<file path="src/rtl/vdc_reg_pkg.sv">
package vdc_reg_pkg;
  localparam int unsigned VA_W = 15;
  localparam int unsigned FX_W = 3;
  localparam int unsigned SEL_W = 3;

  typedef enum logic [SEL_W-1:0] {
    SLOT_CTRL   = 3'd0,
    SLOT_MASK   = 3'd1,
    SLOT_STAT   = 3'd2,
    SLOT_OAMA   = 3'd3,
    SLOT_OAMD   = 3'd4,
    SLOT_SCROLL = 3'd5,
    SLOT_ADDR   = 3'd6,
    SLOT_DATA   = 3'd7
  } slot_e;
endpackage

</file>
<file path="src/rtl/vdc_addr_merge.sv">
module vdc_addr_merge
  import vdc_reg_pkg::*;
(
  input  logic            wr_i,
  input  slot_e           sel_i,
  input  logic [7:0]      wdata_i,
  input  logic            phase_i,
  input  logic [VA_W-1:0] tmp_i,
  input  logic [FX_W-1:0] fx_i,
  output logic [VA_W-1:0] tmp_o,
  output logic [FX_W-1:0] fx_o,
  output logic            phase_o,
  output logic            vaddr_ld_o
);
  always_comb begin
    tmp_o      = tmp_i;
    fx_o       = fx_i;
    phase_o    = phase_i;
    vaddr_ld_o = 1'b0;
    if (wr_i) begin
      unique case (sel_i)
        SLOT_CTRL: tmp_o[11:10] = wdata_i[1:0];
        SLOT_SCROLL: begin
          if (!phase_i) begin
            fx_o       = wdata_i[2:0];
            tmp_o[4:0] = wdata_i[7:3];
          end else begin
            tmp_o[14:12] = wdata_i[2:0];
            tmp_o[9:5]   = wdata_i[7:3];
          end
          phase_o = ~phase_i;
        end
        SLOT_ADDR: begin
          if (!phase_i) begin
            tmp_o[13:8] = wdata_i[5:0];
            tmp_o[14]   = 1'b0;
          end else begin
            tmp_o[7:0] = wdata_i;
            vaddr_ld_o = 1'b1;
          end
          phase_o = ~phase_i;
        end
        default: ;
      endcase
    end
  end
endmodule

</file>
<file path="src/rtl/vdc_status_port.sv">
module vdc_status_port
  import vdc_reg_pkg::*;
(
  input  logic       clk_i,
  input  logic       rst_ni,
  input  logic       vblank_set_i,
  input  logic       stat_rd_i,
  input  slot_e      sel_i,
  input  logic [7:0] open_bus_i,
  output logic [7:0] rdata_o,
  output logic       vblank_o
);
  logic vblank_q;

  // set beats a coincident read-clear
  always_ff @(posedge clk_i or negedge rst_ni) begin
    if (!rst_ni)           vblank_q <= 1'b0;
    else if (vblank_set_i) vblank_q <= 1'b1;
    else if (stat_rd_i)    vblank_q <= 1'b0;
  end

  always_comb begin
    if (sel_i == SLOT_STAT) rdata_o = {vblank_q, 2'b00, open_bus_i[4:0]};
    else                    rdata_o = open_bus_i;
  end

  assign vblank_o = vblank_q;
endmodule

</file>
<file path="src/rtl/vdc_reg_front.sv">
module vdc_reg_front
  import vdc_reg_pkg::*;
#(
  parameter int unsigned CPU_AW = 8
) (
  input  logic              clk_i,
  input  logic              rst_ni,
  input  logic              wr_en_i,
  input  logic              rd_en_i,
  input  logic [CPU_AW-1:0] offset_i,
  input  logic [7:0]        wdata_i,
  input  logic              vblank_set_i,
  output logic [7:0]        rdata_o,
  output logic [7:0]        ctrl_o,
  output logic [7:0]        mask_o,
  output logic [7:0]        oam_addr_o,
  output logic [VA_W-1:0]   tmp_addr_o,
  output logic [FX_W-1:0]   fine_x_o,
  output logic [VA_W-1:0]   vaddr_o,
  output logic              write_phase_o
);
  localparam int unsigned NBYTE = 3;
  localparam slot_e BYTE_SLOT [NBYTE] = '{SLOT_CTRL, SLOT_MASK, SLOT_OAMA};

  slot_e           sel;
  logic            stat_rd;
  logic [7:0]      open_bus_q;
  logic [7:0]      byte_q [NBYTE];
  logic [VA_W-1:0] tmp_q, tmp_d, vaddr_q;
  logic [FX_W-1:0] fx_q, fx_d;
  logic            phase_q, phase_d, vaddr_ld;
  logic            vblank;

  assign sel     = slot_e'(offset_i[SEL_W-1:0]);
  assign stat_rd = rd_en_i && !wr_en_i && (sel == SLOT_STAT);

  for (genvar g = 0; g < NBYTE; g++) begin : g_byte
    always_ff @(posedge clk_i or negedge rst_ni) begin
      if (!rst_ni)                             byte_q[g] <= '0;
      else if (wr_en_i && sel == BYTE_SLOT[g]) byte_q[g] <= wdata_i;
    end
  end

  vdc_addr_merge u_merge (
    .wr_i       (wr_en_i),
    .sel_i      (sel),
    .wdata_i    (wdata_i),
    .phase_i    (phase_q),
    .tmp_i      (tmp_q),
    .fx_i       (fx_q),
    .tmp_o      (tmp_d),
    .fx_o       (fx_d),
    .phase_o    (phase_d),
    .vaddr_ld_o (vaddr_ld)
  );

  always_ff @(posedge clk_i or negedge rst_ni) begin
    if (!rst_ni) begin
      tmp_q      <= '0;
      fx_q       <= '0;
      vaddr_q    <= '0;
      phase_q    <= 1'b0;
      open_bus_q <= '0;
    end else begin
      tmp_q   <= tmp_d;
      fx_q    <= fx_d;
      phase_q <= stat_rd ? 1'b0 : phase_d;
      if (vaddr_ld) vaddr_q <= tmp_d;
      if (wr_en_i) open_bus_q <= wdata_i;
    end
  end

  vdc_status_port u_stat (
    .clk_i        (clk_i),
    .rst_ni       (rst_ni),
    .vblank_set_i (vblank_set_i),
    .stat_rd_i    (stat_rd),
    .sel_i        (sel),
    .open_bus_i   (open_bus_q),
    .rdata_o      (rdata_o),
    .vblank_o     (vblank)
  );

  assign ctrl_o        = byte_q[0];
  assign mask_o        = byte_q[1];
  assign oam_addr_o    = byte_q[2];
  assign tmp_addr_o    = tmp_q;
  assign fine_x_o      = fx_q;
  assign vaddr_o       = vaddr_q;
  assign write_phase_o = phase_q;
endmodule

</file>
<file path="config.mk">
export PLATFORM = sky130hd
export DESIGN_NAME = vdc_reg_front
export DESIGN_NICKNAME = d
export VERILOG_FILES = /design/src/rtl/vdc_reg_pkg.sv /design/src/rtl/vdc_addr_merge.sv /design/src/rtl/vdc_status_port.sv /design/src/rtl/vdc_reg_front.sv
export SDC_FILE = /design/constraint.sdc
export NUM_CORES = 1
export LEC_CHECK = 0
export ABC_AREA = 0
export ABC_CLOCK_PERIOD_IN_PS = 2200
export CORE_ASPECT_RATIO = 0.75
export CORE_MARGIN = 3
export CORE_UTILIZATION = 45
export DETAILED_ROUTE_END_ITERATION = 6
export HOLD_SLACK_MARGIN = 0.03
export PLACE_DENSITY = 0.77
export SKIP_LAST_GASP = 1
export SYNTH_ARGS = -nofsm -noshare
export SYNTH_HDL_FRONTEND = slang
export SYNTH_SLANG_ARGS = --single-unit
</file>
<file path="constraint.sdc">
create_clock -name clk_i -period 2.2 [get_ports clk_i]
set_input_delay 0.55 -clock clk_i [delete_from_list [all_inputs] [get_ports clk_i]]
set_output_delay 0.55 -clock clk_i [all_outputs]
set_load 0.05 [all_outputs]
</file>
# Word level (Yosys, flattened, before mapping)
# Index checks and enable logic that the tools add are counted.
[op_classes] eq_ne=5 muxes=18 bitwise_logic=1 reduce_logical=13
[op_table] cell="$pmux 10 s2" n=1
[op_table] cell="$mux 8" n=2
[op_table] cell="$mux 15" n=1
[op_table] cell="$mux 5" n=2
[op_table] cell="$mux 1" n=8
[op_table] cell="$mux 7" n=1
[op_table] cell="$eq 3x2->1 const B" n=2
[op_table] cell="$eq 3x3->1 const B" n=2
[op_table] cell="$pmux 3 s2" n=1
[op_table] cell="$reduce_bool 2->1" n=3
[op_table] cell="$logic_and 1x1->1" n=5
[op_table] cell="$pmux 2 s2" n=1
[op_table] cell="$eq 3x1->1 const B" n=1
[op_table] cell="$logic_not 3->1" n=1
[op_table] cell="$mux 3" n=1
[op_table] cell="$reduce_and 3->1" n=1
[op_table] cell="$reduce_and 2->1" n=1
[op_table] cell="$reduce_or 2->1" n=1
[op_table] cell="$logic_not 1->1" n=1
[op_table] cell="$not 1->1" n=1
[word_totals] register_bits=67 out_inout_bits=66 elab_cells=46

# Logic depth before layout (Yosys ltp)
[depth] ltp_word=5 depth_mapped=6 ltp_nobuf=3

# By module
# A second synthesis with hierarchy kept.
[hier_totals] cells_unflattened=202 area_unflattened_um2=2984.1
[by_module_without_submodules] mod="vdc_reg_front" n_inst=1 cells_each=125 area_each_um2=2277.2
[by_module_without_submodules] mod="vdc_addr_merge" n_inst=1 cells_each=65 area_each_um2=594.3
[by_module_without_submodules] mod="vdc_status_port" n_inst=1 cells_each=12 area_each_um2=112.6

# Worst setup path after synthesis
# No wires, ideal clock.
[synth_path] path_kind="in2out" start="in offset_i[1]" end="out rdata_o[5]" t_arrival_ns=1.585 path_slack_ns=0.065 cell_stages=3 path_cell_list="buf_4 > nor3b_1 > nor2b_1"
[synth_via] elab_chain_len=2
[synth_rtl] element="start: declaration" line_no="vdc_reg_front.sv:10" rtl="input logic [CPU_AW-1:0] offset_i,"
[synth_rtl] element="$eq 3x2->1" line_no="vdc_status_port.sv:23" rtl="if (sel_i == SLOT_STAT) rdata_o = {vblank_q, 2'b00, open_bus_i[4:0]};"
[synth_rtl] element="$mux 8" line_no="vdc_status_port.sv:23"
[synth_rtl] element="end: declaration" line_no="vdc_reg_front.sv:13" rtl="output logic [7:0] rdata_o,"
# Every way passes these cells.

# Worst setup path after layout
[layout_path] start="in offset_i[2]" end="out rdata_o[7]"
# Same word-level chain as after synthesis.

==> metrics <==
run status finished, final reports clean; Yosys cell types 32; largest net degree at the start of global routing 68; cell area after synthesis 2980 um^2; pre-CTS WS -0.269 ns; final setup violation count 0; fin util 64.9%; antenna cells 0; Fin Hold WS 0.211 ns; Final Hold Vio Count 0; Final GP Congestion 0.709; Critical Path AT 1.61 ns; Initial DRC Count 63; share of cells above drive strength 1 32.2%; slowest stage delay, CP 0.30 ns; H-Tree Depth 3; number of global-route vias before repair 2089; sequential share of the synthesized area 56.3%; setup_tns 0 ns; Cell Area, Placed 3910 um^2; clk slew on worst S/H paths 0.07 ns; core area 6350 um^2; CTS Buffer Depth 2; area of the multi-input gates 1170 um^2; Die W 100 um; worst slew pin tran 0.556 ns; critical-path cell list dlygate4sd2_1 > nor3b_2 > buf_4 > mux2_4 > buf_8; total of max-cap violations 0; hpwl dp 4790 um; Hold Path Class input pin to async pin; wire per inst 17.9 um; Worst Setup SP offset_i[2]; antenna violations before repair 0; first-pass GRT wire length 11200 um; syn nets 230; CP bufs+invs 3; synthesis-to-finish area growth 38.3%; Buffers on Ports 81; Period Utilization, post-route 98.0%; # IOs 87; # fillers 490; clock sinks 67; FF+latch count, synth 67; worst endpoint required time 1.65 ns; nature of the critical path endpoint output pin; final WL 6900 um; most common cell after layout, fill and taps aside clkdlybuf4s50_1; slowest CP cell mux2_4; FMAX 0.464 GHz; FF+latch area 1680 um^2; Design Power 5.45 mW; Mean Syn Cell Area 14.3 um^2; Syn Inst Count 209; Crit Path Max Fanout 2; # DRC 0; via count 2031; worst-skew pair later-pin latency 0.34 ns; CTS Buf Count 9; Inst Count DP 369; Pleak 1.91 nW; crit start category input pin; Final Cell Area 4120 um^2; PD cells 1320 nW/um^2; Slew headroom 62.8%; Slew Viols, Final 0; unrepaired setup endpoints after global routing no; yosys warns 0; Final min period 2.16 ns; die area 7650 um^2; post-route ant nets 0; Total GRT Usage 19.0%; CTS root buf clkbuf_8; clock skew 0.00568 ns; Rows 25; peak supply drop 0.784 mV; initial core utilization 46.9%; commonest non-fill, non-tap cells in the layout 73 x clkdlybuf4s50_1, 67 x dfrtp_1, 44 x mux2_2; Layout Nets 320; die height 76.5 um; cell family with most CP delay buffers and inverters; hold_buf cts 0; worst setup margin 0.0441 ns; grt total ovfl 0; Setup CP Type input pin to output pin; reg-to-reg startpoint write_phase_o; non-filler cells, final 385; CTS tree built; Via density 5.28; 1st-pass router iterations 4
[cell usage after synthesis, drive strengths merged]
cell type / n / area [um^2]
dfrtp: 67 / 1680
mux2: 52 / 612
mux2i: 21 / 210
buf: 18 / 124
nand3: 10 / 50.1
nand2: 5 / 26.3
o21ai: 5 / 25.0
inv: 3 / 11.3
nand4b: 3 / 38.8
a21oi: 2 / 10.0
a221o: 2 / 20.0
and3: 2 / 12.5
clkbuf: 2 / 7.51
nor2: 2 / 7.51
nor2b: 2 / 12.5
nor3b: 2 / 15.0
nor4b: 2 / 38.8
o2bb2ai: 2 / 17.5
o32a: 2 / 20.0
a21o: 1 / 7.51
and4b: 1 / 10.0
nand4bb: 1 / 11.3
o211ai: 1 / 7.51
xnor2: 1 / 8.76
[power breakdown]
group / leakage, nW / internal, mW / switching (mW)
registers: 0.820 / 1.58 / 0.242
clock network: 0.102 / 0.553 / 0.479
logic: 0.991 / 0.943 / 1.66
total: 1.91 / 3.08 / 2.38
[logic make-up (layout without fill, tap and decap cells)]
| group | count (synthesis) | after routing | share of synthesized area [%] |
|---|---|---|---|
| compound gates | 15 | 15 | 3.61 |
| xor+xnor | 1 | 1 | 0.294 |
| mux | 73 | 73 | 27.6 |
| buf+inv | 23 | 118 | 4.79 |
| flops | 67 | 67 | 56.3 |
| simple gates | 30 | 30 | 7.47 |
[final cells by class]
type	instances	share of cell area, %
clock buffer	10	3.34
clock inverter	6	1.58
inverter	3	0.273
multi-input combinational	119	28.4
sequential	67	40.7
tap	81	2.46
timing repair buffer	99	23.3
[registers in the layout (all words and copies together), names as in the netlist, 3 cells and up]
register,count
open_bus_q,8
fine_x_o,3
tmp_addr_o,15
oam_addr_o,8
mask_o,8
vaddr_o,15
ctrl_o,8
[final timing paths]
path | to | slack (ns) | cells past startpoint
worst max-delay path | rdata_o[7] | 0.04 | 5
worst min-delay path | vaddr_o[13] | 0.21 | 2
worst max register to register | tmp_addr_o[6] | 0.66 | 3
worst min register to register | u_stat.vblank_o | 0.49 | 1
max in group asynchronous | mask_o[5] | 1.70 | 2
min in group clk_i | u_stat.vblank_o | 0.49 | 1
[timing repair]
item / 4_1_cts / 5_1_grt
pin swaps: 1 / 1
gates resized for setup: 6 / 1
setup endpoints to repair: 3 / 1
buffers inserted: 0 / 0
endpoints found under the hold margin: 0 / 0
[per-layer routing]
metal | part of all wire, % | vias to the layer above | GRT usage [%] | routed length [um]
li1 | - | 931 | - | -
met1 | 47 | 1016 | 25.8 | 3250
met2 | 42 | 79 | 26.4 | 2880
met3 | 11 | 5 | 10.2 | 741
met4 | 0.42 | 0 | 5.25 | 29
met5 | 0 | - | 0 | 0
No activity file was read; power rests on OpenSTA's default activity.
